**src/rtl/pic_pkg.sv**
```systemverilog
package pic_pkg;
    localparam int unsigned PIC_LINES = 8;
    localparam int unsigned LVL_W     = $clog2(PIC_LINES);
    localparam int unsigned DATA_W    = 8;
    localparam int unsigned ADDR_W    = 2;

    localparam logic [ADDR_W-1:0] PORT_CTL  = ADDR_W'(0);
    localparam logic [ADDR_W-1:0] PORT_AUX  = ADDR_W'(1);
    localparam logic [ADDR_W-1:0] PORT_TRIG = ADDR_W'(2);

    typedef enum logic [1:0] {
        INIT_BASE,
        INIT_CASC,
        INIT_MODE,
        INIT_RUN
    } init_state_t;

    typedef enum logic {
        SEL_REQ,
        SEL_SVC
    } read_sel_t;

    typedef struct packed {
        logic             valid;
        logic [LVL_W-1:0] idx;
    } prio_t;

    typedef struct packed {
        logic             restart;
        logic             eoi_top;
        logic             eoi_lvl;
        logic [LVL_W-1:0] eoi_idx;
        logic             sel_upd;
        read_sel_t        sel_val;
        logic             poll_arm;
    } ctl_cmd_t;

    // Lowest index set wins: input 0 has top priority.
    function automatic prio_t lowest_set(input logic [PIC_LINES-1:0] v);
        prio_t r;
        r = '0;
        for (int i = PIC_LINES - 1; i >= 0; i--) begin
            if (v[i]) begin
                r.valid = 1'b1;
                r.idx   = LVL_W'(i);
            end
        end
        return r;
    endfunction

    function automatic logic [PIC_LINES-1:0] level_bit(input logic [LVL_W-1:0] l);
        return PIC_LINES'(1) << l;
    endfunction

    function automatic ctl_cmd_t decode_ctl(input logic [DATA_W-1:0] d);
        ctl_cmd_t c;
        c = '0;
        if (d[4]) begin
            c.restart = 1'b1;
        end else if (!d[3]) begin
            if (d[7:5] == 3'b001) begin
                c.eoi_top = 1'b1;
            end else if (d[7:5] == 3'b011) begin
                c.eoi_lvl = 1'b1;
                c.eoi_idx = d[LVL_W-1:0];
            end
        end else begin
            c.poll_arm = d[2];
            if (d[1]) begin
                c.sel_upd = 1'b1;
                c.sel_val = d[0] ? SEL_SVC : SEL_REQ;
            end
        end
        return c;
    endfunction
endpackage

```
**src/rtl/pic_init_seq.sv**
```systemverilog
module pic_init_seq
    import pic_pkg::*;
(
    input  logic              clk,
    input  logic              rst,
    input  logic              restart_wr,
    input  logic              aux_wr,
    input  logic [DATA_W-1:0] wdata,
    output logic [DATA_W-1:0] vec_base,
    output logic [DATA_W-1:0] casc_word,
    output logic [DATA_W-1:0] mode_word,
    output logic              mask_wr
);
    init_state_t state_q;
    logic        want_mode_q;

    assign mask_wr = aux_wr && (state_q == INIT_RUN);

    always_ff @(posedge clk) begin
        if (rst) begin
            state_q     <= INIT_RUN;
            want_mode_q <= 1'b0;
            vec_base    <= '0;
            casc_word   <= '0;
            mode_word   <= '0;
        end else if (restart_wr) begin
            state_q     <= INIT_BASE;
            want_mode_q <= wdata[0];
        end else if (aux_wr) begin
            case (state_q)
                INIT_BASE: begin
                    vec_base <= {wdata[DATA_W-1:LVL_W], LVL_W'(0)};
                    state_q  <= INIT_CASC;
                end
                INIT_CASC: begin
                    casc_word <= wdata;
                    state_q   <= want_mode_q ? INIT_MODE : INIT_RUN;
                end
                INIT_MODE: begin
                    mode_word <= wdata;
                    state_q   <= INIT_RUN;
                end
                default: state_q <= INIT_RUN;
            endcase
        end
    end
endmodule

```
**src/rtl/pic_cmd_unit.sv**
```systemverilog
module pic_cmd_unit
    import pic_pkg::*;
(
    input  logic              clk,
    input  logic              rst,
    input  logic              ctl_wr,
    input  logic              poll_read,
    input  logic [DATA_W-1:0] wdata,
    output ctl_cmd_t          cmd,
    output read_sel_t         read_sel,
    output logic              poll_armed
);
    assign cmd = ctl_wr ? decode_ctl(wdata) : '0;

    always_ff @(posedge clk) begin
        if (rst) begin
            read_sel   <= SEL_REQ;
            poll_armed <= 1'b0;
        end else if (cmd.restart) begin
            read_sel   <= SEL_REQ;
            poll_armed <= 1'b0;
        end else begin
            if (cmd.sel_upd) begin
                read_sel <= cmd.sel_val;
            end
            if (cmd.poll_arm) begin
                poll_armed <= 1'b1;
            end else if (poll_read) begin
                poll_armed <= 1'b0;
            end
        end
    end
endmodule

```
**src/rtl/pic_req_bank.sv**
```systemverilog
module pic_req_bank
    import pic_pkg::*;
(
    input  logic                 clk,
    input  logic                 rst,
    input  logic                 flush,
    input  logic [PIC_LINES-1:0] irq_in,
    input  logic [PIC_LINES-1:0] trig_level,
    input  logic [PIC_LINES-1:0] ack_vec,
    output logic [PIC_LINES-1:0] irr
);
    for (genvar g = 0; g < PIC_LINES; g++) begin : g_line
        logic prev_q;
        logic edge_q;
        logic lvl_q;

        always_ff @(posedge clk) begin
            if (rst) begin
                prev_q <= 1'b0;
                edge_q <= 1'b0;
                lvl_q  <= 1'b0;
            end else begin
                prev_q <= irq_in[g];
                lvl_q  <= irq_in[g];
                if (flush) begin
                    edge_q <= 1'b0;
                end else begin
                    edge_q <= (irq_in[g] && !prev_q) || (edge_q && !ack_vec[g]);
                end
            end
        end

        assign irr[g] = trig_level[g] ? lvl_q : edge_q;
    end
endmodule

```
**src/rtl/pic_core.sv**
```systemverilog
module pic_core
    import pic_pkg::*;
(
    input  logic                 clk,
    input  logic                 rst,
    input  logic                 wr_en,
    input  logic                 rd_en,
    input  logic [ADDR_W-1:0]    addr,
    input  logic [DATA_W-1:0]    wdata,
    output logic [DATA_W-1:0]    rdata,
    input  logic [PIC_LINES-1:0] irq_in,
    output logic                 int_out,
    output logic [DATA_W-1:0]    vector_out,
    output logic [DATA_W-1:0]    cascade_word,
    output logic [DATA_W-1:0]    mode_word
);
    logic                 ctl_wr, aux_wr, trig_wr, mask_wr;
    logic                 poll_read, poll_take, poll_armed;
    ctl_cmd_t             cmd;
    read_sel_t            read_sel;
    logic [DATA_W-1:0]    vec_base;
    logic [PIC_LINES-1:0] mask_q, trig_q, isr_q, irr;
    logic [PIC_LINES-1:0] take_vec, eoi_vec;
    prio_t                svc, req;
    logic                 eligible;
    logic [DATA_W-1:0]    poll_word;

    assign ctl_wr  = wr_en && (addr == PORT_CTL);
    assign aux_wr  = wr_en && (addr == PORT_AUX);
    assign trig_wr = wr_en && (addr == PORT_TRIG);

    pic_init_seq u_init (
        .clk        (clk),
        .rst        (rst),
        .restart_wr (cmd.restart),
        .aux_wr     (aux_wr),
        .wdata      (wdata),
        .vec_base   (vec_base),
        .casc_word  (cascade_word),
        .mode_word  (mode_word),
        .mask_wr    (mask_wr)
    );

    pic_cmd_unit u_cmd (
        .clk        (clk),
        .rst        (rst),
        .ctl_wr     (ctl_wr),
        .poll_read  (poll_read),
        .wdata      (wdata),
        .cmd        (cmd),
        .read_sel   (read_sel),
        .poll_armed (poll_armed)
    );

    pic_req_bank u_req (
        .clk        (clk),
        .rst        (rst),
        .flush      (cmd.restart),
        .irq_in     (irq_in),
        .trig_level (trig_q),
        .ack_vec    (take_vec),
        .irr        (irr)
    );

    // Arbitration against the highest level already in service.
    assign svc      = lowest_set(isr_q);
    assign req      = lowest_set(irr & ~mask_q);
    assign eligible = req.valid && (!svc.valid || (req.idx < svc.idx));
    assign int_out  = eligible;

    assign vector_out = vec_base + DATA_W'(req.idx);

    assign poll_read = rd_en && (addr == PORT_CTL) && poll_armed;
    assign poll_take = poll_read && eligible;
    assign take_vec  = poll_take ? level_bit(req.idx) : '0;

    always_comb begin
        eoi_vec = '0;
        if (cmd.eoi_top && svc.valid) begin
            eoi_vec = level_bit(svc.idx);
        end else if (cmd.eoi_lvl) begin
            eoi_vec = level_bit(cmd.eoi_idx);
        end
    end

    always_ff @(posedge clk) begin
        if (rst || cmd.restart) begin
            isr_q <= '0;
        end else begin
            isr_q <= (isr_q & ~eoi_vec) | take_vec;
        end
    end

    always_ff @(posedge clk) begin
        if (rst || cmd.restart) begin
            mask_q <= '1;
        end else if (mask_wr) begin
            mask_q <= wdata[PIC_LINES-1:0];
        end
    end

    always_ff @(posedge clk) begin
        if (rst) begin
            trig_q <= '0;
        end else if (trig_wr) begin
            trig_q <= wdata[PIC_LINES-1:0];
        end
    end

    always_comb begin
        poll_word = '0;
        if (eligible) begin
            poll_word[DATA_W-1]  = 1'b1;
            poll_word[LVL_W-1:0] = req.idx;
        end
    end

    always_comb begin
        rdata = '0;
        if (rd_en) begin
            case (addr)
                PORT_CTL: begin
                    if (poll_armed) begin
                        rdata = poll_word;
                    end else if (read_sel == SEL_SVC) begin
                        rdata = DATA_W'(isr_q);
                    end else begin
                        rdata = DATA_W'(irr);
                    end
                end
                PORT_AUX:  rdata = DATA_W'(mask_q);
                PORT_TRIG: rdata = DATA_W'(trig_q);
                default:   rdata = '0;
            endcase
        end
    end
endmodule

```
**config.mk**
```make
export PLATFORM = sky130hd
export DESIGN_NAME = pic_core
export DESIGN_NICKNAME = d
export VERILOG_FILES = /design/src/rtl/pic_pkg.sv /design/src/rtl/pic_init_seq.sv /design/src/rtl/pic_cmd_unit.sv /design/src/rtl/pic_req_bank.sv /design/src/rtl/pic_core.sv
export SDC_FILE = /design/constraint.sdc
export NUM_CORES = 1
export LEC_CHECK = 0
export ABC_AREA = 1
export ABC_CLOCK_PERIOD_IN_PS = 1900
export BUFFER_PORTS_ARGS = -buffer_cell sky130_fd_sc_hd__buf_2
export CAP_MARGIN = 20
export CORE_MARGIN = 1
export CORE_UTILIZATION = 51
export CTS_CLUSTER_SIZE = 30
export DETAILED_ROUTE_END_ITERATION = 10
export PLACE_DENSITY = 0.85
export SKIP_LAST_GASP = 1
export SYNTH_ARGS = -nofsm -noshare
export SYNTH_HDL_FRONTEND = slang
export SYNTH_SLANG_ARGS = --single-unit
```
**constraint.sdc**
```tcl
create_clock -name clk -period 1.9 [get_ports clk]
set_input_delay 0.19 -clock clk [delete_from_list [all_inputs] [get_ports clk]]
set_output_delay 0.19 -clock clk [all_outputs]
set_load 0.01 [all_outputs]
```
==> run summary <==
status = finished, violations left
failing checks = negative setup slack
Sw Ratio = 29.4%
unrepaired setup endpoints after global routing = yes
fin nets = 636
post-layout min period = 2.62 ns
sum of negative setup slack = -13.28 ns
crit path launch type = flop
Seq/Total Area, Yosys = 39.3%
post-route ant nets = 0
min-delay src = irq_in[2]
first-pass GRT wire length = 17100 um
cell area after layout = 0.00468 sq mm
Synth Register Bits = 66
layout cells sized above 1 = 38.8%
mux cell area share after synthesis = 0%
Warnings, synthesis = 0
proportion of power drawn by combinational gates = 16.3%
Syn-to-layout area delta = 39.1%
Via Count = 3878
Hold Vio Cnt, Final = 0
worst-margin pin slew = 0.487 ns
setup slack, reg-to-reg = -0.72 ns
met3 Use GR = 8.05%
maximum VDD drop = 603 uV
leak pwr = 2.25 nW
Post-DP HPWL = 7630 um
Max-cap violations = 0
Avg Synthesized Cell Area = 7.02 sq um
met1 Use GR = 37.8%
Vias per Instance = 5.58
gr ovfl total = 0
Clock Sinks = 66
Slew Limit Fails = 0
Residual DRC = 0
Sw Pwr = 0.000942 W
largest net degree at the start of global routing = 19
die area = 0.00692 sq mm
simple-gate share of the synthesized area = 27.0%
Most Crowded Layer GR = met2
initial core utilization = 52.9%
Yosys cell types = 38
clk_lat worst skew = 0.35 ns
FP Rows = 29
Place WS = -0.353 ns
Slowest cell on crit path = dfxtp_2
DRT iter0 DRCs = 374
vias in the first global route = 3594
Boundary Pins = 55
most used cell, CP = nor2_1
M2 GR Usage = 52.6%
XOR/XNOR share of the synthesized area = 0%
maximum clock frequency = 0.382 GHz
WL final = 10800 um
Final Wtd Congestion = 0.964
clock buffer count from CTS = 9
Pwr per Cell Area = 684 mW/mm^2
diode count = 0
H-tree levels = 3
Cell Area, Synth = 0.00336 sq mm
Hold WC Path Type = in2reg
post-synthesis adder-cell area fraction = 0.372%
Pre-antenna DRT Iters = 5
critical path class = reg2out
Die X = 83.2 um
Clock power frac = 38.2%
Multi-input gate area = 0.00180 sq mm
crit-path max FO = 3
P_int = 0.00226 W
core area = 0.00635 sq mm
Crit Reg-Reg Startpoint = trig_q[7]
CP Cell Sequence = inv_2, nand2_2, nand2_4, o21ai_4, nor2_4, nor3_4, ha_1, a21boi_2, nand2_1, nand2_2, nand2_4, nand4_1, nor2_1, nor2_1, nor2_1, buf_2
final setup fails = 21
I/O Buffers = 54
Final Util = 73.6%
final setup margin = -0.717 ns
Tot Pwr = 0.00320 W
Worst-path clk slew = 0.08 ns
Setup crit start = trig_q[7]
antenna violations before repair = 0
Synth Net Count = 502
WL/cell = 15.6 um
clock root buffer master = clkbuf_8
complex-gate fraction of the synthesized area = 22.8%
gr usage total = 31.2%
FF/Latch Area = 0.00134 sq mm
CTS tree = done
max incr delay on CP = 0.35 ns
Slew HR = 67.4%
die outline height = 83.2 um
register share of total power = 45.5%
Worst Path Arrival = 2.43 ns
Placed Area = 0.00413 sq mm
period utilization = 138%
Fill cells = 460
largest family of logic cells by synthesized area = simple AND/OR/NAND/NOR gates
Worst Clk Skew = 0.00654 ns
Required @ worst endpoint = 1.71 ns
Crit. End Element = primary output
Post-Synthesis Cells = 479
Longest Clk Path Bufs = 2
## per-stage QoR
step                instances  hold WS [ns]
global route              695        0.0406
floorplan                 479         0.297
finish                    695        0.0554
global placement          654         0.407
CTS                       689        0.0485
detailed placement        654         0.414
## synthesized netlist by cell type
library cell / number / area share, %
a221oi_1: 1 / 0.26
nor4_1: 1 / 0.19
nand4_1: 15 / 2.8
ha_1: 1 / 0.37
a21boi_2: 1 / 0.34
o221ai_1: 4 / 1.0
o21ai_2: 4 / 1.0
inv_2: 14 / 1.6
o211ai_1: 9 / 2.0
nand3_2: 1 / 0.30
o21bai_2: 1 / 0.34
inv_1: 65 / 7.3
nor2_1: 68 / 7.6
nor2_4: 1 / 0.34
nor3_2: 2 / 0.60
nor3_4: 1 / 0.48
o221a_2: 1 / 0.34
a21oi_2: 9 / 2.3
buf_4: 1 / 0.22
nand2_2: 13 / 2.4
nand4_4: 1 / 0.63
o22ai_1: 3 / 0.56
nand3_1: 6 / 0.89
clkbuf_1: 7 / 0.78
nand2_1: 75 / 8.4
a21oi_4: 1 / 0.48
buf_2: 5 / 0.74
nand2_4: 4 / 1.3
dfxtp_1: 66 / 39
o311ai_1: 2 / 0.52
o21ai_1: 2 / 0.30
nor3_1: 4 / 0.60
o21ai_0: 41 / 6.1
nor3b_1: 1 / 0.22
a21oi_1: 45 / 6.7
a21boi_0: 1 / 0.22
a31oi_1: 1 / 0.19
nor2_2: 1 / 0.19
## worst max-delay path: cells and delay by family, from the launching register on
family	cells	cell delay, ns
AND/OR/NAND/NOR	11	0.94
AO/OA/AOI/OAI	2	0.35
buffers and inverters	2	0.18
adder cells (fa/ha/maj)	1	0.25
flip-flops	1	0.35
## state kept, by name, summed over array words and instances, names as in the netlist
name / count
u_req.g_line.prev_q: 8
isr_q: 8
u_cmd.poll_armed: 1
u_init.casc_word: 8
u_init.vec_base: 5
u_init.mode_word: 8
trig_q: 8
u_init.state_q: 2
u_init.want_mode_q: 1
u_cmd.read_sel: 1
u_req.g_line.edge_q: 8
mask_q: 8
## worst paths after layout
| check | end | depth (start not counted) |
|---|---|---|
| worst max-delay path | rdata[2] | 16 |
| worst min-delay path | u_req.g_line[2].prev_q | 3 |
| worst max register to register | u_req.g_line[5].edge_q | 19 |
| worst min register to register | u_req.g_line[6].edge_q | 2 |
## layout make-up
| class | count | share of cell area [%] |
|---|---|---|
| Tap cell | 77 | 2.06 |
| Clock buffer | 9 | 2.65 |
| Timing Repair Buffer | 136 | 20.1 |
| Sequential cell | 66 | 28.6 |
| Clock inverter | 7 | 1.66 |
| Inverter | 79 | 6.40 |
| Multi-Input combinational cell | 321 | 38.5 |
## layout by cell type, fill, tap and decap left out, drive strengths merged, types with 4 or more instances in the layout
| cell type | instances |
|---|---|
| a21oi | 55 |
| nand2 | 92 |
| nand3 | 7 |
| o221ai | 4 |
| clkbuf | 9 |
| nor2 | 70 |
| o211ai | 9 |
| buf | 136 |
| dfxtp | 66 |
| nor3 | 7 |
| o21ai | 47 |
| nand4 | 16 |
| inv | 81 |
## logic make-up after synthesis
logic type | after synthesis
fa+ha+maj | 1
simple gates | 194
buf+inv | 92
flops | 66
compound gates | 126
## repair_timing
| action | 4_1_cts | 5_1_grt |
|---|---|---|
| buffers inserted | 20 | 6 |
| resized for setup | 29 | 16 |
| setup endpoints to repair | 22 | 26 |
| hold buffers | 0 | 0 |
| pin swaps | 17 | 16 |
## power by group through the flow
stage	combinational [W]	clock (W)	sequential, W
after detailed placement	0.000472	0	0.00149
final	0.000522	0.00122	0.00146
after global placement	0.000463	0	0.00148
after global routing	0.000566	0.00129	0.00146
after floorplan	0.000274	0	0.00148
after CTS	0.000491	0.00123	0.00146
## metal layers
layer | up-vias | routed length (um)
met5 | - | 0
met4 | 0 | 365
met2 | 200 | 5150
li1 | 1842 | -
met1 | 1794 | 4500
met3 | 42 | 792
Note: power is estimated with default switching activity, not from simulation.
